## src/rtl/sar_host_seq.sv

```systemverilog
module sar_host_seq #(
  parameter int BYTE_BUS = 0,
  parameter int RST_CYC  = 10,
  parameter int GAP_CYC  = 2,
  parameter int ACQ_CYC  = 150,
  parameter int WAKE_CYC = 1000000,
  parameter int DOUT_CYC = 4,
  parameter int EOC_TMO  = 600,
  localparam int DW = (BYTE_BUS != 0) ? 8 : 16
) (
  input  logic          clk,
  input  logic          rst_n,
  input  logic          start_i,
  input  logic          shut_req_i,
  output logic          busy_o,
  output logic          valid_o,
  output logic [15:0]   result_o,
  output logic          err_o,
  output logic          adc_cs_n_o,
  output logic          adc_rc_o,
  output logic          adc_hben_o,
  output logic          adc_reset_o,
  input  logic          adc_eoc_n_i,
  input  logic [DW-1:0] adc_data_i
);
  localparam int M1 = (WAKE_CYC > EOC_TMO) ? WAKE_CYC : EOC_TMO;
  localparam int M2 = (ACQ_CYC > RST_CYC) ? ACQ_CYC : RST_CYC;
  localparam int M3 = (GAP_CYC > DOUT_CYC) ? GAP_CYC : DOUT_CYC;
  localparam int M4 = (M1 > M2) ? M1 : M2;
  localparam int MAXC = (M4 > M3) ? M4 : M3;
  localparam int CW = $clog2(MAXC + 1);

  typedef enum logic [3:0] {
    S_RST, S_IDLE, S_ASET, S_ACQ, S_CSET, S_CONV, S_RSET, S_READ, S_DONE
  } st_t;

  st_t          st;
  logic [CW-1:0] cnt;
  logic          shut_q, dummy_q, mode_q, hi_q, valid_q, err_q, eoc_q;
  logic [15:0]   res_q, out_q;
  logic [15:0]   din;
  int            lim;
  logic          last;

  assign din = 16'(adc_data_i);

  always_comb begin
    case (st)
      S_RST:   lim = RST_CYC;
      S_ACQ:   lim = dummy_q ? WAKE_CYC : ACQ_CYC;
      S_CONV:  lim = EOC_TMO;
      S_READ:  lim = DOUT_CYC;
      default: lim = GAP_CYC;
    endcase
  end

  assign last = (cnt == CW'(lim - 1));

  always_ff @(posedge clk) begin
    if (!rst_n) begin
      st      <= S_RST;
      cnt     <= '0;
      shut_q  <= 1'b1;
      dummy_q <= 1'b0;
      mode_q  <= 1'b0;
      hi_q    <= 1'b0;
      valid_q <= 1'b0;
      err_q   <= 1'b0;
      eoc_q   <= 1'b1;
      res_q   <= '0;
      out_q   <= '0;
    end else begin
      eoc_q   <= adc_eoc_n_i;
      valid_q <= 1'b0;
      cnt     <= cnt + 1'b1;
      case (st)
        S_RST: if (last) begin st <= S_IDLE; cnt <= '0; end
        S_IDLE: begin
          cnt <= '0;
          if (start_i) begin
            mode_q  <= shut_req_i;
            dummy_q <= shut_q;
            shut_q  <= 1'b0;
            err_q   <= 1'b0;
            st      <= S_ASET;
          end
        end
        S_ASET: if (last) begin st <= S_ACQ;  cnt <= '0; end
        S_ACQ:  if (last) begin st <= S_CSET; cnt <= '0; end
        S_CSET: if (last) begin st <= S_CONV; cnt <= '0; end
        S_CONV: begin
          if (eoc_q && !adc_eoc_n_i) begin
            st  <= S_RSET;
            cnt <= '0;
          end else if (last) begin
            err_q   <= 1'b1;
            shut_q  <= 1'b1;
            dummy_q <= 1'b0;
            st      <= S_IDLE;
            cnt     <= '0;
          end
        end
        S_RSET: if (last) begin st <= S_READ; cnt <= '0; hi_q <= 1'b0; end
        S_READ: begin
          if (last) begin
            cnt <= '0;
            if (BYTE_BUS != 0 && !hi_q) begin
              res_q[7:0] <= din[7:0];
              hi_q       <= 1'b1;
            end else begin
              if (BYTE_BUS != 0) res_q[15:8] <= din[7:0];
              else               res_q       <= din;
              st <= S_DONE;
            end
          end
        end
        S_DONE: begin
          cnt <= '0;
          if (dummy_q) begin
            dummy_q <= 1'b0;
            st      <= S_ASET;
          end else begin
            valid_q <= 1'b1;
            out_q   <= res_q;
            shut_q  <= mode_q;
            st      <= S_IDLE;
          end
        end
        default: st <= S_IDLE;
      endcase
    end
  end

  assign adc_cs_n_o  = !(st == S_ACQ || st == S_CONV || st == S_READ);
  assign adc_rc_o    = (st == S_ASET || st == S_ACQ) ? 1'b0 :
                       (st == S_CSET || st == S_CONV) ? (!dummy_q && mode_q) : 1'b1;
  assign adc_hben_o  = (st == S_READ) && hi_q && (BYTE_BUS != 0);
  assign adc_reset_o = (st == S_RST);
  assign busy_o      = (st != S_IDLE);
  assign valid_o     = valid_q;
  assign result_o    = out_q;
  assign err_o       = err_q;

  a_r3_rc_steady: assert property (@(posedge clk) disable iff (!rst_n)
    (!adc_cs_n_o && $past(!adc_cs_n_o)) |-> $stable(adc_rc_o));
  a_r4_hben_in_read: assert property (@(posedge clk) disable iff (!rst_n)
    adc_hben_o |-> (!adc_cs_n_o && adc_rc_o));
  a_r8_err_no_valid: assert property (@(posedge clk) disable iff (!rst_n)
    err_o |-> !valid_o);
  a_r9_idle_cs_high: assert property (@(posedge clk) disable iff (!rst_n)
    !busy_o |-> adc_cs_n_o);
  a_r10_one_cycle: assert property (@(posedge clk) disable iff (!rst_n)
    valid_o |=> !valid_o);
  a_r10_result_hold: assert property (@(posedge clk) disable iff (!rst_n)
    !valid_o |-> $stable(result_o));
  a_r11_reset_cs: assert property (@(posedge clk) disable iff (!rst_n)
    adc_reset_o |-> adc_cs_n_o);
endmodule

```

## config.mk

```make
export PLATFORM = sky130hd
export DESIGN_NAME = sar_host_seq
export DESIGN_NICKNAME = d
export VERILOG_FILES = /design/src/rtl/sar_host_seq.sv
export SDC_FILE = /design/constraint.sdc
export NUM_CORES = 1
export LEC_CHECK = 0
export BUFFER_PORTS_ARGS = -buffer_cell sky130_fd_sc_hd__clkbuf_2
export CORE_ASPECT_RATIO = 1.2
export CORE_MARGIN = 10
export CORE_UTILIZATION = 47
export CTS_BUF_LIST = sky130_fd_sc_hd__clkbuf_8 sky130_fd_sc_hd__clkbuf_16
export DETAILED_ROUTE_END_ITERATION = 12
export PLACE_DENSITY_LB_ADDON = 0.12
export SLEW_MARGIN = 40
export SYNTH_ARGS = -nofsm -noshare
export SYNTH_HDL_FRONTEND = slang
export SYNTH_SLANG_ARGS = --single-unit
export TNS_END_PERCENT = 1
```

## constraint.sdc

```tcl
create_clock -name clk -period 3.9 [get_ports clk]
set_input_delay 0.78 -clock clk [delete_from_list [all_inputs] [get_ports clk]]
set_output_delay 0.78 -clock clk [all_outputs]
set_load 0.02 [all_outputs]
```

==> metrics.md <==
| Metric | Value |
|---|---|
| Final period util | `82.2%` |
| Drt first pass iters | `4` |
| Layout cells sized above 1 | `18.2%` |
| # nets final | `464` |
| Fmax | `312 MHz` |
| Largest family of logic cells by synthesized area | `simple AND/OR/NAND/NOR gates` |
| Area after DPL | `between 3000 and 4000 um^2` |
| Synth top area share | `38.7%` |
| Critical path required time | `4130 ps` |
| Unique masters post-synth | `55` |
| Core area | `6530 um^2` |
| Hold EP | `result_o[2]` |
| WP buf/inv | `1` |
| Clk_lat worst skew | `350 ps` |
| Clk_skew | `11.9 ps` |
| Initial antenna violation count | `0` |
| Vias | `2947` |
| P_leak | `1.41 nW` |
| Slew Limit Headroom | `49.2%` |
| Register area share after synthesis | `about two fifths` |
| Hold buffers post-CTS | `0` |
| Post-layout util | `55.9%` |
| Cell row count | `32` |
| CTS tree | `done` |
| Diodes inserted | `0` |
| Setup_tns | `0 ps` |
| WL/cell | `between 15 and 20 um` |
| Unrepaired setup endpoints after global routing | `no` |
| Worst vdd ir | `0.314 mV` |
| Hold Crit Class | `flip-flop to flip-flop` |
| Max cap viols | `0` |
| Slew @ Worst Pin | `759 ps` |
| Top FF cell, synth | `dfxtp_1` |
| Post-route ant nets | `0` |
| Avg Inst Size Synth | `7.88 um^2` |
| Worst path top cell family by delay | `simple AND/OR/NAND/NOR gates` |
| Mux cell area share after synthesis | `0.663%` |
| Vias per std cell | `5.55` |
| Global-route wire length before repair | `between 10 and 15 mm` |
| Crit Path Category | `flip-flop to flip-flop` |
| Mapped Nets | `430` |
| Pwr/cell area | `between 400 and 500 nW/um^2` |
| Most used cell, CP | `nor2_1` |
| Crit path setup slack, layout | `between 600 and 700 ps` |
| Largest area contributor in the netlist | `dfxtp_1` |
| Crit path cell chain | `nand2b_1 > nor2_1 > ha_1 > o41ai_4 > a21oi_2 > and3_1 > o22ai_1 > or4b_4 > o21ai_1 > buf_4 > nor2_1` |
| Slowest CP cell | `or4b_4` |
| Status | `finished clean` |
| Hold Crit Depth | `2` |
| Post-synthesis adder-cell area fraction | `less than 1%` |
| Filler cell count | `640` |
| Crit end category | `flip-flop` |
| R2r endpoint | `cnt[16]` |
| Total design power | `0.00174 W` |
| Area Growth Syn to Fin | `13.7%` |
| Post-synthesis simple-gate area fraction | `28.5%` |
| Setup bufs post-CTS | `0` |
| Startpoint of the worst hold path | `res_q[2]` |
| Post-Synth XOR/XNOR Area | `under 10%` |
| Htree depth | `3` |
| Routability Congestion | `roughly 0.9` |
| Pre-CTS setup slack | `~770 ps` |
| Crit start category | `flip-flop` |
| Clock transition at path regs | `80 ps` |
| Flop2flop setup slack | `690 ps` |
| Initial Util | `49.2%` |
| Die H | `111 um` |
| FF-to-FF path depth | `11` |
| CTS Buf Count | `9` |
| Synthesis warning total | `0` |
| Async S/R FF share, synth | `0%` |
| Final WL | `8.06 mm` |
| Vias in the first global route | `2801` |
| Final hold viol count | `0` |
| Crit path max fanout | `22` |
| Die ar. | `10500 um^2` |
| Compound-Gate Fraction of Synth Area | `18.9%` |
| Fin area | `between 3000 and 4000 um^2` |
| Clock Root Buffer | `clkbuf_8` |
| WL met2 | `3.94 mm` |
| Most frequent cells in the layout | `dfxtp_1, nand2_1, a21oi_1, clkbuf_2, nor2_1` |
| I/O pin cnt | `44` |
| Largest net degree at the start of global routing | `24` |
| Dominant cells by area after synthesis | `dfxtp_1, a21oi_1, nand2_1` |
| Origin of the critical flop-to-flop path | `st[0]` |
| CTS Sinks | `62` |
| Routed length on met1 | `approximately 3.5 mm` |
| Detail Placement HPWL | `5.80 mm` |
| Cells after Synth | `407` |
| Critical Path AT | `3440 ps` |
| PostCTS Resize Cnt | `0` |
| Post-synth EDFFs | `0` |
| Post-Syn Area | `3210 um^2` |
| # setup viols final | `0` |
| Min cycle time layout | `3210 ps` |
| Max Buffers Root-to-Sink | `2` |
| Commonest non-fill, non-tap cell in the layout | `dfxtp_1` |
| Initial DRC Count | `241` |
| Chip Width | `95.4 um` |
| WL met3 | `438 um` |
| GRT overflow | `0` |
| FF+latch count, synth | `62` |
| # port buffers | `42` |
| Final Max Tran Viols | `0` |
| Tot GR Track Use | `between 10% and 20%` |
| Max incr delay on CP | `710 ps` |
| # DRC | `0` |
| Critical path origin | `st[0]` |
| Highest metal used | `met4` |
cell type report:
| class | count | area [um^2] | share of cell area, % |
|---|---|---|---|
| Timing Repair Buffer | 54 | 300 | 8.24 |
| Inverter | 9 | 33.8 | 0.927 |
| Multi-Input combinational cell | 305 | 1780 | 48.9 |
| Sequential cell | 62 | 1240 | 34.0 |
| Tap cell | 85 | 106 | 2.92 |
| Clock inverter | 6 | 45.0 | 1.24 |
| Clock buffer | 10 | 138 | 3.77 |
through the flow:
stage                     hold slack [ps]  cells
final                                 447    531
after global routing                  473    531
after CTS                             452    531
after detailed placement              444    515
after global placement                438    515
after floorplan                       428    407
power breakdown:
group          internal (W)  switching [W]  leakage, nW
clock              0.000252       0.000267       0.0970
combinational      0.000173       0.000349        0.810
sequential         0.000664      0.0000374        0.500
worst max path at each step:
stage	cells past startpoint	slack, ps	to
floorplan	15	660	st[1]
global placement	11	820	cnt[15]
detailed placement	11	770	cnt[18]
CTS	11	720	cnt[16]
global route	11	480	cnt[6]
finish	11	690	cnt[16]
worst register-to-register path, stage by stage (launching register included):
cell and delay (ps):
dfxtp_1 390, nand2b_1 240, nor2_1 180, ha_1 310, o41ai_4 150, a21oi_2 240, and3_1 220, o22ai_1 120
or4b_4 710, o21ai_1 190, buf_4 270, nor2_1 80
cells by family after synthesis:
| family | after synthesis |
|---|---|
| buffers and inverters | 40 |
| and+or+nand+nor | 176 |
| muxes | 2 |
| other | 1 |
| xor gates and xnor gates | 24 |
| AOI/OAI and AO/OA | 100 |
| adders and majority gates | 2 |
| DFF | 62 |
flip-flops by register name, summed over array words and instances (netlist names):
register	count
res_q	16
cnt	20
err_o	1
result_o	16
dummy_q	1
st	4
valid_o	1
shut_q	1
mode_q	1
eoc_q	1
metal layers:
layer / track usage (%) / vias to the layer above
met4: 7.26 / 0
met1: 18.0 / 1375
met2: 25.3 / 52
met5: 0 / -
li1: - / 1504
met3: 3.86 / 16
cell usage after synthesis, types with 2 or more instances:
cell / number
xor2_1: 18
and3_1: 7
buf_2: 10
o22ai_1: 6
nor3_1: 11
o21a_1: 5
nand2_1: 53
a211oi_1: 2
ha_1: 2
buf_1: 3
dfxtp_1: 62
nor2b_1: 5
clkbuf_1: 14
nor4_1: 2
buf_6: 2
nor2_1: 39
inv_1: 9
or3_1: 4
nand4_1: 21
o211ai_1: 2
a21oi_1: 44
xnor2_1: 6
nand3_1: 13
o21ai_0: 16
a31oi_1: 2
nor4_2: 2
nor3_2: 2
buf_4: 2
o2111a_1: 2
nand2b_1: 7
o2111ai_1: 2
o21ai_1: 9
Power figures use the tool's default switching activity.
